==> src/rtl/booth_mul_pkg.sv <==
package booth_mul_pkg;

  // Control state: waiting for a launch, or stepping.
  typedef enum logic {
    ST_IDLE = 1'b0,
    ST_RUN  = 1'b1
  } ctlState_t;

  // Strobes from control to datapath.
  typedef struct packed {
    logic load;  // capture operands, clear accumulator and history bit
    logic step;  // one Booth decision followed by one arithmetic shift
  } dpStrobe_t;

endpackage

==> src/rtl/booth_mul_ctrl.sv <==
module booth_mul_ctrl
  import booth_mul_pkg::*;
#(
  parameter int WIDTH = 8
) (
  input  logic      clk,
  input  logic      rst,
  input  logic      start,
  output dpStrobe_t strobe,
  output logic      busy,
  output logic      done
);

  localparam int CNT_W = $clog2(WIDTH + 1);

  ctlState_t        state;
  logic [CNT_W-1:0] stepsLeft;

  always_ff @(posedge clk) begin
    if (rst) begin
      state     <= ST_IDLE;
      stepsLeft <= '0;
      done      <= 1'b0;
    end else begin
      done <= 1'b0;
      unique case (state)
        ST_IDLE: begin
          if (start) begin
            state     <= ST_RUN;
            stepsLeft <= CNT_W'(WIDTH);
          end
        end
        ST_RUN: begin
          stepsLeft <= stepsLeft - 1'b1;
          if (stepsLeft == CNT_W'(1)) begin
            state <= ST_IDLE;
            done  <= 1'b1;
          end
        end
        default: state <= ST_IDLE;
      endcase
    end
  end

  always_comb begin
    strobe.load = (state == ST_IDLE) && start;
    strobe.step = (state == ST_RUN);
    busy        = (state == ST_RUN);
  end

endmodule

==> src/rtl/booth_mul_dpath.sv <==
module booth_mul_dpath
  import booth_mul_pkg::*;
#(
  parameter int WIDTH = 8
) (
  input  logic               clk,
  input  logic               rst,
  input  dpStrobe_t          strobe,
  input  logic [WIDTH-1:0]   multiplicand,
  input  logic [WIDTH-1:0]   multiplier,
  output logic [2*WIDTH-1:0] product
);

  // One guard bit above the operand width keeps acc - (-2^(W-1)) in range.
  localparam int ACC_W = WIDTH + 1;

  logic [ACC_W-1:0] acc;
  logic [ACC_W-1:0] mcand;
  logic [WIDTH-1:0] mplier;
  logic             histBit;
  logic [ACC_W-1:0] accNext;

  // Booth decision on the pair {current LSB, previous LSB}.
  always_comb begin
    unique case ({mplier[0], histBit})
      2'b10:   accNext = acc - mcand;
      2'b01:   accNext = acc + mcand;
      default: accNext = acc;
    endcase
  end

  always_ff @(posedge clk) begin
    if (rst) begin
      acc     <= '0;
      mcand   <= '0;
      mplier  <= '0;
      histBit <= 1'b0;
    end else if (strobe.load) begin
      acc     <= '0;
      mcand   <= {multiplicand[WIDTH-1], multiplicand};
      mplier  <= multiplier;
      histBit <= 1'b0;
    end else if (strobe.step) begin
      // Arithmetic right shift across accumulator, multiplier and history.
      acc     <= {accNext[ACC_W-1], accNext[ACC_W-1:1]};
      mplier  <= {accNext[0], mplier[WIDTH-1:1]};
      histBit <= mplier[0];
    end
  end

  assign product = {acc[WIDTH-1:0], mplier};

endmodule

==> src/rtl/booth_seq_mul.sv <==
module booth_seq_mul
  import booth_mul_pkg::*;
#(
  parameter int WIDTH = 8
) (
  input  logic               clk,
  input  logic               rst,
  input  logic               start,
  input  logic [WIDTH-1:0]   multiplicand,
  input  logic [WIDTH-1:0]   multiplier,
  output logic               busy,
  output logic               done,
  output logic [2*WIDTH-1:0] product
);

  dpStrobe_t strobe;

  booth_mul_ctrl #(.WIDTH(WIDTH)) uCtrl (
    .clk    (clk),
    .rst    (rst),
    .start  (start),
    .strobe (strobe),
    .busy   (busy),
    .done   (done)
  );

  booth_mul_dpath #(.WIDTH(WIDTH)) uDpath (
    .clk          (clk),
    .rst          (rst),
    .strobe       (strobe),
    .multiplicand (multiplicand),
    .multiplier   (multiplier),
    .product      (product)
  );

endmodule

==> config.mk <==
export PLATFORM = sky130hd
export DESIGN_NAME = booth_seq_mul
export DESIGN_NICKNAME = d
export VERILOG_FILES = /design/src/rtl/booth_mul_pkg.sv /design/src/rtl/booth_mul_ctrl.sv /design/src/rtl/booth_mul_dpath.sv /design/src/rtl/booth_seq_mul.sv
export SDC_FILE = /design/constraint.sdc
export NUM_CORES = 1
export LEC_CHECK = 0
export ABC_AREA = 1
export BUFFER_PORTS_ARGS = -buffer_cell sky130_fd_sc_hd__buf_2
export CAP_MARGIN = 30
export CORE_MARGIN = 2
export CORE_UTILIZATION = 49
export DETAILED_ROUTE_END_ITERATION = 6
export PLACE_DENSITY = 0.73
export SETUP_SLACK_MARGIN = 0.5
export SYNTH_ARGS = -nofsm -noshare
export SYNTH_HDL_FRONTEND = slang
export SYNTH_SLANG_ARGS = --single-unit
==> constraint.sdc <==
create_clock -name clk -period 2.15 [get_ports clk]
set_input_delay 0.43 -clock clk [delete_from_list [all_inputs] [get_ports clk]]
set_output_delay 0.43 -clock clk [all_outputs]
set_load 0.05 [all_outputs]
==> results of run 1 <==
==> stage by stage <==
| stage | std cells | util (%) |
|---|---|---|
| finish | 398 | 71.98 |
| global placement | 372 | 59.63 |
| global route | 398 | 71.98 |
| floorplan | 283 | - |
| CTS | 387 | 66.76 |
| detailed placement | 372 | 59.63 |
==> synthesized netlist by cell type (5+ instances only) <==
| library cell | count | area [sq um] |
|---|---|---|
| sky130_fd_sc_hd__nand2_1 | 73 | 274.0 |
| sky130_fd_sc_hd__xor2_1 | 5 | 43.79 |
| sky130_fd_sc_hd__inv_1 | 43 | 161.4 |
| sky130_fd_sc_hd__ha_1 | 13 | 162.7 |
| sky130_fd_sc_hd__nand3_1 | 18 | 90.09 |
| sky130_fd_sc_hd__dfxtp_1 | 31 | 620.6 |
| sky130_fd_sc_hd__a21oi_1 | 25 | 125.1 |
| sky130_fd_sc_hd__nor2_1 | 24 | 90.09 |
| sky130_fd_sc_hd__o21ai_0 | 19 | 95.09 |
==> layer usage <==
| metal | vias up | wire (um) | global-route usage (%) |
|---|---|---|---|
| met2 | 65 | 2494 | 39.13 |
| met1 | 926 | 2301 | 29.83 |
| met5 | - | 0 | 0 |
| met3 | 11 | 306 | 6.474 |
| met4 | 0 | 107 | 8.163 |
| li1 | 1034 | - | - |
==> power breakdown <==
part	total (mW)	leakage, nW	switching [mW]	internal (mW)
combinational	0.701	1.00	0.397	0.304
clock	0.614	0.0612	0.239	0.375
sequential	0.651	0.257	0.0377	0.613
total	1.97	1.32	0.674	1.29
==> sequential cells by signal, summed over array words and instances, names as in the netlist <==
name and flops:
uCtrl.stepsLeft 4, uDpath.histBit 1, uDpath.mcand 8, uCtrl.busy 1
uCtrl.done 1, uDpath.mplier 8, uDpath.acc 8
==> worst paths after layout <==
check / startpoint / end / slack [ns] / depth (start not counted)
worst max-delay path: uDpath.mplier[0] / uDpath.acc[7] / -0.01 / 16
worst min-delay path: multiplicand[7] / uDpath.mcand[7] / 0.36 / 3
worst max register to register: uDpath.mplier[0] / uDpath.acc[7] / -0.01 / 16
worst min register to register: uCtrl.stepsLeft[1] / uCtrl.stepsLeft[1] / 0.48 / 2
==> worst max-delay path, stage by stage (launching register included) <==
cell	delay [ns]
sky130_fd_sc_hd__dfxtp_4	0.35
sky130_fd_sc_hd__inv_2	0.04
sky130_fd_sc_hd__ha_4	0.17
sky130_fd_sc_hd__or2_4	0.24
sky130_fd_sc_hd__xor2_2	0.15
sky130_fd_sc_hd__ha_1	0.36
sky130_fd_sc_hd__buf_6	0.12
sky130_fd_sc_hd__nand2_2	0.07
sky130_fd_sc_hd__nor2_2	0.10
sky130_fd_sc_hd__nand2_2	0.07
sky130_fd_sc_hd__nand2_4	0.07
sky130_fd_sc_hd__inv_2	0.03
sky130_fd_sc_hd__nand2_2	0.06
sky130_fd_sc_hd__nand3_2	0.06
sky130_fd_sc_hd__nand2_2	0.06
sky130_fd_sc_hd__inv_1	0.04
sky130_fd_sc_hd__nor2_1	0.10
==> what timing repair did <==
action | in CTS | in global routing
resized for setup | 31 | 27
setup endpoints to repair | 8 | 10
hold endpoints to repair | 0 | 0
pin swaps | 22 | 20
setup buffers | 7 | 11
==> cell type report <==
class	instances	area [sq um]	area share, %
Inverter	44	173.9	6.550
Multi-Input combinational cell	201	1260	47.46
Timing Repair Buffer	66	412.9	15.55
Clock inverter	2	35.03	1.320
Clock buffer	6	82.58	3.110
Sequential cell	31	630.6	23.75
Tap cell	48	60.06	2.262
==> cells by family after synthesis <==
group,after synthesis,share of synthesized area (%)
compound gates,50,13.82
xor+xnor,7,3.241
flops,31,32.80
simple gates,130,29.43
fa+ha+maj,14,9.656
buf+inv,51,11.04
==> impl_summary.txt, run 1 <==
----------------------------------------------------
[Drt]
  Final Routed Wirelength ... between 5 and 6 mm
  Routed via count divided by cell count ... 5.116
  Mean routed wirelength per cell ... approximately 13 um
  DRC errors left ... 0
  Vias ... between 2,000 and 2,500
  Number of optimization iterations in the first detailed-route pass ... 4
  Routed Antenna Nets ... 0
  Iteration-0 DRC count of the detailed router ... 101

[Synth]
  Netlist area before placement ... ~0.0019 sq mm
  Main synth FF type ... sky130_fd_sc_hd__dfxtp_1
  Post-synthesis cell type count ... 28
  Number of enable-type register cells in the synthesized netlist ... 0
  Number of warnings issued by yosys ... 0
  Synthesized net count ... 316
  Proportion of synthesized chip area in sequential cells ... between 30% and 40%
  Cells after synthesis ... between 200 and 300
  Avg Cell Area, Syn ... around 6.7 sq um
  Number of register bits inferred by synthesis ... 31
  Share of async-settable or async-resettable flops after synthesis ... 0%

[Timing]
  Summed negative setup slack over all endpoints ... -0.01758 ns
  Worst Tran Pin Value ... 0.4286 ns
  Share of the clock period used by the worst path after layout ... 100.5%
  Relative slew slack ... a little under three quarters
  Final WS setup ... -0.01105 ns
  Final-layout worst hold slack ... around 0.36 ns
  Count of final hold-check violations ... 0
  Final-report setup violation count ... 2
  Final slew viol count ... 0
  Period minus WS final ... ~2.2 ns
  RSZ-0062 raised after global routing ... true
  Upper clock frequency limit ... approximately 460 MHz
  Post-route clock skew ... approximately 0.0048 ns

[Finish]
  Post-layout instance area ... between 0.002 and 0.003 sq mm
  Top library cells by usage in the layout, fill and taps aside ... sky130_fd_sc_hd__nand2_1, sky130_fd_sc_hd__buf_2, sky130_fd_sc_hd__inv_1
  Leading cell type in the layout, fill and taps excluded ... sky130_fd_sc_hd__nand2_1
  Ratio of cells with drive above 1 in the final layout ... a little under two fifths
  Antenna fix cells ... 0
  Area growth from synthesis to final layout ... 40.34%
  Final layout net count ... between 300 and 400
  Total of fill cells in the finished design ... roughly 290

[Min path]
  Classification of the worst-slack hold path ... input port to flip-flop

[Floorplan]
  Row Count ... 22
  Area enclosed by the die boundary ... about 0.0044 sq mm
  Initial cell density of the core ... just over 50%
  Boundary pin count ... 37
  Core box area ... around 0.0037 sq mm
  Height of the die ... ~66 um
  DIE WIDTH ... about 66 um

[Critical path]
  Critical path type ... flip-flop to flip-flop
  Launching element type of the critical path ... flip-flop
  Required time at the worst-slack endpoint ... 2.39 ns
  CP max FO ... 7
  Critical Path Sink Type ... flip-flop
  Worst endpoint data arrival time ... 2.40 ns

[Clock network]
  Clock transition time at the flip-flop clock pins of the worst setup and hold paths ... roughly 0.070 ns
  Hold buffers post-CTS ... 0
  Htree depth ... 2
  Root buffer cell ... sky130_fd_sc_hd__clkbuf_8
  Clock tree from TritonCTS ... built
  Maximum clock insertion buffer count ... 2
  Num Clock Sinks ... 31
  Clock insertion delay at the later pin of the skew report ... around 0.30 ns
  Clock buffer count from CTS ... 5

[Place]
  Final Wtd Congestion ... 0.8561
  Half-perimeter wire length after detailed placement ... 3.177 mm
  Number of buffer cells added on primary ports ... 36
  Placement-stage worst setup slack ... -0.1602 ns
  Area after DPL ... around 0.0022 sq mm

[Run status]
  Failing checks ... setup timing
  Run status ... finished, violations left

[Global route]
  First-pass GRT wire length ... around 8.0 mm
  Largest net degree at the start of global routing ... 18
  Combined global-route utilization of all metal layers ... roughly a quarter
  Remaining global-route overflow ... 0
  Via count of the first global-routing pass ... ~1,800
  Initial antenna violation count ... 0

[Power]
  Leakage power of the design ... ~1.3 nW
  Overall Power ... between 1.5 and 2 mW
  Power density cells ... 740.4 mW/mm^2
  Max rail drop VDD ... 509.2 uV

[Flow run]
  MaxCap Viol Count ... 0

----------------------------------------------------
(Power assumes the default switching activity.)
==> inputs of run 2 (changes only) <==
--- a/config.mk
+++ b/config.mk
@@ -9,10 +9,11 @@
 export BUFFER_PORTS_ARGS = -buffer_cell sky130_fd_sc_hd__buf_2
 export CAP_MARGIN = 30
 export CORE_MARGIN = 2
-export CORE_UTILIZATION = 49
+export CORE_UTILIZATION = 50
 export DETAILED_ROUTE_END_ITERATION = 6
-export PLACE_DENSITY = 0.73
+export PLACE_DENSITY = 0.74
 export SETUP_SLACK_MARGIN = 0.5
 export SYNTH_ARGS = -nofsm -noshare
 export SYNTH_HDL_FRONTEND = slang
+export SYNTH_HIERARCHICAL = 1
 export SYNTH_SLANG_ARGS = --single-unit
==> impl_summary.txt, run 2 <==
----------------------------------------------------
[Place]
  Placement-stage worst setup slack ... -0.06728 ns (was -0.1602 ns)
  Number of buffer cells added on primary ports ... 36 (unchanged)
  Half-perimeter wire length after detailed placement ... 3.266 mm (was 3.177 mm)
  Final Wtd Congestion ... 0.8834 (was 0.8561)

[Power]
  Part of the total power dissipated in sequential elements ... 33.2% (was 33.1%)
  Power density cells ... 720.2 mW/mm^2 (was 740.4 mW/mm^2)
  Proportion of power drawn by the clock network ... 28.7% (was 31.2%)
  Part of the power in combinational logic ... 38.0% (was 35.7%)
  Power Internal ... 1.260 mW (was 1.292 mW)
  Max rail drop VDD ... 499.3 uV (was 509.2 uV)
  Sw frac ... 35.19% (was 34.27%)
  Leakage power of the design ... 1.370 nW (was 1.318 nW)
  Reported net switching power ... 0.6843 mW (was 0.6737 mW)

[Synth]
  Area contributors post-synth ... sky130_fd_sc_hd__dfxtp_1, sky130_fd_sc_hd__nand2_1, sky130_fd_sc_hd__inv_1 (was sky130_fd_sc_hd__dfxtp_1, sky130_fd_sc_hd__nand2_1, sky130_fd_sc_hd__ha_1)
  Share of async-settable or async-resettable flops after synthesis ... 0% (unchanged)
  Post-synthesis cell type count ... 36 (was 28)
  Number of warnings issued by yosys ... 6 (was 0)
  Number of register bits inferred by synthesis ... 31 (unchanged)
  Main synth FF type ... sky130_fd_sc_hd__dfxtp_1 (unchanged)
  Netlist area before placement ... 0.001943 sq mm (was 0.001892 sq mm)
  Proportion of synthesized chip area in sequential cells ... 31.94% (was 32.80%)
  Synthesized net count ... 321 (was 316)
  Number of enable-type register cells in the synthesized netlist ... 0 (unchanged)
  Area share of the largest cell type after synthesis ... 31.94% (was 32.80%)
  Avg Cell Area, Syn ... 6.747 sq um (was 6.685 sq um)
  Top post-synthesis cells by count ... sky130_fd_sc_hd__nand2_1, sky130_fd_sc_hd__inv_1, sky130_fd_sc_hd__dfxtp_1, sky130_fd_sc_hd__nor2_1, sky130_fd_sc_hd__a21oi_1 (was sky130_fd_sc_hd__nand2_1, sky130_fd_sc_hd__inv_1, sky130_fd_sc_hd__dfxtp_1)
  Cell type with the highest aggregate area in the netlist ... sky130_fd_sc_hd__dfxtp_1 (unchanged)
  Most common cell in the synthesized netlist ... sky130_fd_sc_hd__nand2_1 (unchanged)
  Cells after synthesis ... 288 (was 283)

[Run status]
  Failing checks ... setup timing (unchanged)
  Run status ... finished, violations left (unchanged)

[Finish]
  Top library cells by usage in the layout, fill and taps aside ... sky130_fd_sc_hd__nand2_1, sky130_fd_sc_hd__inv_1, sky130_fd_sc_hd__buf_2 (was sky130_fd_sc_hd__nand2_1, sky130_fd_sc_hd__buf_2, sky130_fd_sc_hd__inv_1)
  Antenna fix cells ... 0 (unchanged)
  Final layout net count ... 388 (was 382)
  Leading cell type in the layout, fill and taps excluded ... sky130_fd_sc_hd__nand2_1 (unchanged)
  Area growth from synthesis to final layout ... 38.96% (was 40.34%)
  Registers with the most flip-flops ... uDpath/acc: 8 flops, uDpath/mcand: 8 flops, uDpath/mplier: 8 flops (was uDpath.acc: 8 flops, uDpath.mcand: 8 flops, uDpath.mplier: 8 flops)
  Ratio of cells with drive above 1 in the final layout ... 36.24% (was 38.00%)

[Drt]
  Iteration-0 DRC count of the detailed router ... 79 (was 101)
  Final Routed Wirelength ... 5.127 mm (was 5.210 mm)
  Number of optimization iterations in the first detailed-route pass ... 4 (unchanged)
  Vias ... 2,059 (was 2,036)
  Mean routed wirelength per cell ... 12.69 um (was 13.09 um)
  Routed via count divided by cell count ... 5.097 (was 5.116)
  Routed Antenna Nets ... 0 (unchanged)
  DRC errors left ... 0 (unchanged)

[Clock network]
  Root buffer cell ... sky130_fd_sc_hd__clkbuf_8 (unchanged)
  Clock insertion delay at the later pin of the skew report ... 0.29 ns (was 0.30 ns)
  Maximum clock insertion buffer count ... 2 (unchanged)
  Clock transition time at the flip-flop clock pins of the worst setup and hold paths ... 0.07 ns (about the same)
  Num Clock Sinks ... 31 (unchanged)
  Hold buffers post-CTS ... 0 (unchanged)
  Clock tree from TritonCTS ... built (unchanged)
  Clock buffer count from CTS ... 5 (unchanged)
  Htree depth ... 2 (unchanged)

[Min path]
  Hold-critical path depth ... 3 (unchanged)
  Classification of the worst-slack hold path ... input port to flip-flop (unchanged)

[Flow run]
  MaxCap Viol Count ... 0 (unchanged)

[Floorplan]
  Initial cell density of the core ... 52.68% (was 51.29%)
  Area enclosed by the die boundary ... 0.004401 sq mm (was 0.004374 sq mm)
  Core box area ... 0.003689 sq mm (unchanged)
  Row Count ... 22 (unchanged)
  Boundary pin count ... 37 (unchanged)
  DIE WIDTH ... 66.34 um (was 66.14 um)
  Height of the die ... 66.34 um (was 66.14 um)

[Timing]
  Post-route clock skew ... 0.007190 ns (was 0.004775 ns)
  Count of final hold-check violations ... 0 (unchanged)
  Worst Tran Pin Value ... 0.4302 ns (was 0.4286 ns)
  Summed negative setup slack over all endpoints ... -0.05847 ns (was -0.01758 ns)
  Share of the clock period used by the worst path after layout ... 102.2% (was 100.5%)
  Relative slew slack ... 71.29% (was 71.40%)
  RSZ-0062 raised after global routing ... true (unchanged)
  Period minus WS final ... 2.196 ns (was 2.161 ns)
  Upper clock frequency limit ... 455.3 MHz (was 462.7 MHz)
  Final WS setup ... -0.04649 ns (was -0.01105 ns)
  Final-report setup violation count ... 2 (unchanged)
  Final slew viol count ... 0 (unchanged)

[Global route]
  Largest net degree at the start of global routing ... 16 (was 18)
  Via count of the first global-routing pass ... 1,821 (was 1,827)
  Initial antenna violation count ... 0 (unchanged)
  First-pass GRT wire length ... 7.783 mm (was 7.976 mm)
  Combined global-route utilization of all metal layers ... 23.26% (was 23.77%)
  Remaining global-route overflow ... 0 (unchanged)

[Critical path]
  Critical path type ... flip-flop to flip-flop (unchanged)
  Critical Path Sink Type ... flip-flop (unchanged)
  Required time at the worst-slack endpoint ... 2.38 ns (was 2.39 ns)
  CP max FO ... 4 (was 7)
  Launching element type of the critical path ... flip-flop (unchanged)
  Worst endpoint data arrival time ... 2.43 ns (was 2.40 ns)
  Logic depth of the worst register-to-register path ... 18 (was 16)

----------------------------------------------------
[run 2: cell type report]
class                      count  area, sq um
fill                         288        988.4
inverter                      53        209.0
tap                           48        60.06
multi-input combinational    197         1260
sequential                    31        626.9
timing repair buffer          67        431.7
clock buffer                   7        107.6
clock inverter                 1        5.005
[run 2: worst paths after layout]
path / from / end / slack [ns]
worst max-delay path: uDpath/mcand[0] / uDpath/acc[4] / -0.05
worst min-delay path: multiplicand[7] / uDpath/mcand[7] / 0.37
worst max register to register: uDpath/mcand[0] / uDpath/acc[4] / -0.05
worst min register to register: uCtrl/busy / uCtrl/done / 0.49
[run 2: critical path: stages, from the launching register on]
cell and delay, ns:
sky130_fd_sc_hd__dfxtp_2 0.34, sky130_fd_sc_hd__inv_4 0.08, sky130_fd_sc_hd__ha_4 0.15, sky130_fd_sc_hd__inv_4 0.04, sky130_fd_sc_hd__nor2_4 0.11, sky130_fd_sc_hd__inv_2 0.05
sky130_fd_sc_hd__o21ai_2 0.14, sky130_fd_sc_hd__xnor2_1 0.09, sky130_fd_sc_hd__ha_1 0.35, sky130_fd_sc_hd__nand2_1 0.07, sky130_fd_sc_hd__nand2_1 0.09, sky130_fd_sc_hd__inv_2 0.04
sky130_fd_sc_hd__buf_4 0.12, sky130_fd_sc_hd__buf_6 0.11, sky130_fd_sc_hd__nand2_2 0.06, sky130_fd_sc_hd__nand2_1 0.04, sky130_fd_sc_hd__nand3_1 0.06, sky130_fd_sc_hd__nand2_1 0.07
sky130_fd_sc_hd__a21oi_1 0.13
[run 2: power groups by stage]
stage	clock, mW	sequential (mW)	combinational [mW]
detailed placement	0	0.653	0.551
CTS	0.569	0.645	0.647
floorplan	0	0.716	0.335
global route	0.595	0.651	0.803
global placement	0	0.653	0.545
finish	0.559	0.646	0.739
[run 2: logic make-up after synthesis]
family	synth area share, %
AND/OR/NAND/NOR	26.72
adder cells (fa/ha/maj)	9.401
XOR/XNOR	3.155
AO/OA/AOI/OAI	16.23
buffers and inverters	12.56
flip-flops	31.94
[run 2: through the flow]
stage               hold slack [ns]  instances  area, sq um  total power [mW]  util [%]
CTS                          0.3678        400         2577             1.861     69.88
detailed placement           0.4845        381         2280             1.204     61.80
global route                 0.3816        404         2700             2.049     73.20
finish                       0.3721        404         2700             1.945     73.20
floorplan                    0.4622        288         1964             1.052         -
global placement             0.4829        381         2280             1.199     61.80
[run 2: routing by layer]
layer  global-route usage (%)  vias up  wire, um
li1                         -     1047         -
met1                    25.94      954      2183
met2                    42.88       42      2623
met3                    4.429       16       159
met4                    9.184        0       161
met5                        0        -         0
[run 2: timing repair]
action / CTS / global route
setup endpoints to repair: 8 / 8
pin swaps: 16 / 27
cloned: 0 / 0
resized for setup: 32 / 27
buffers inserted: 11 / 4
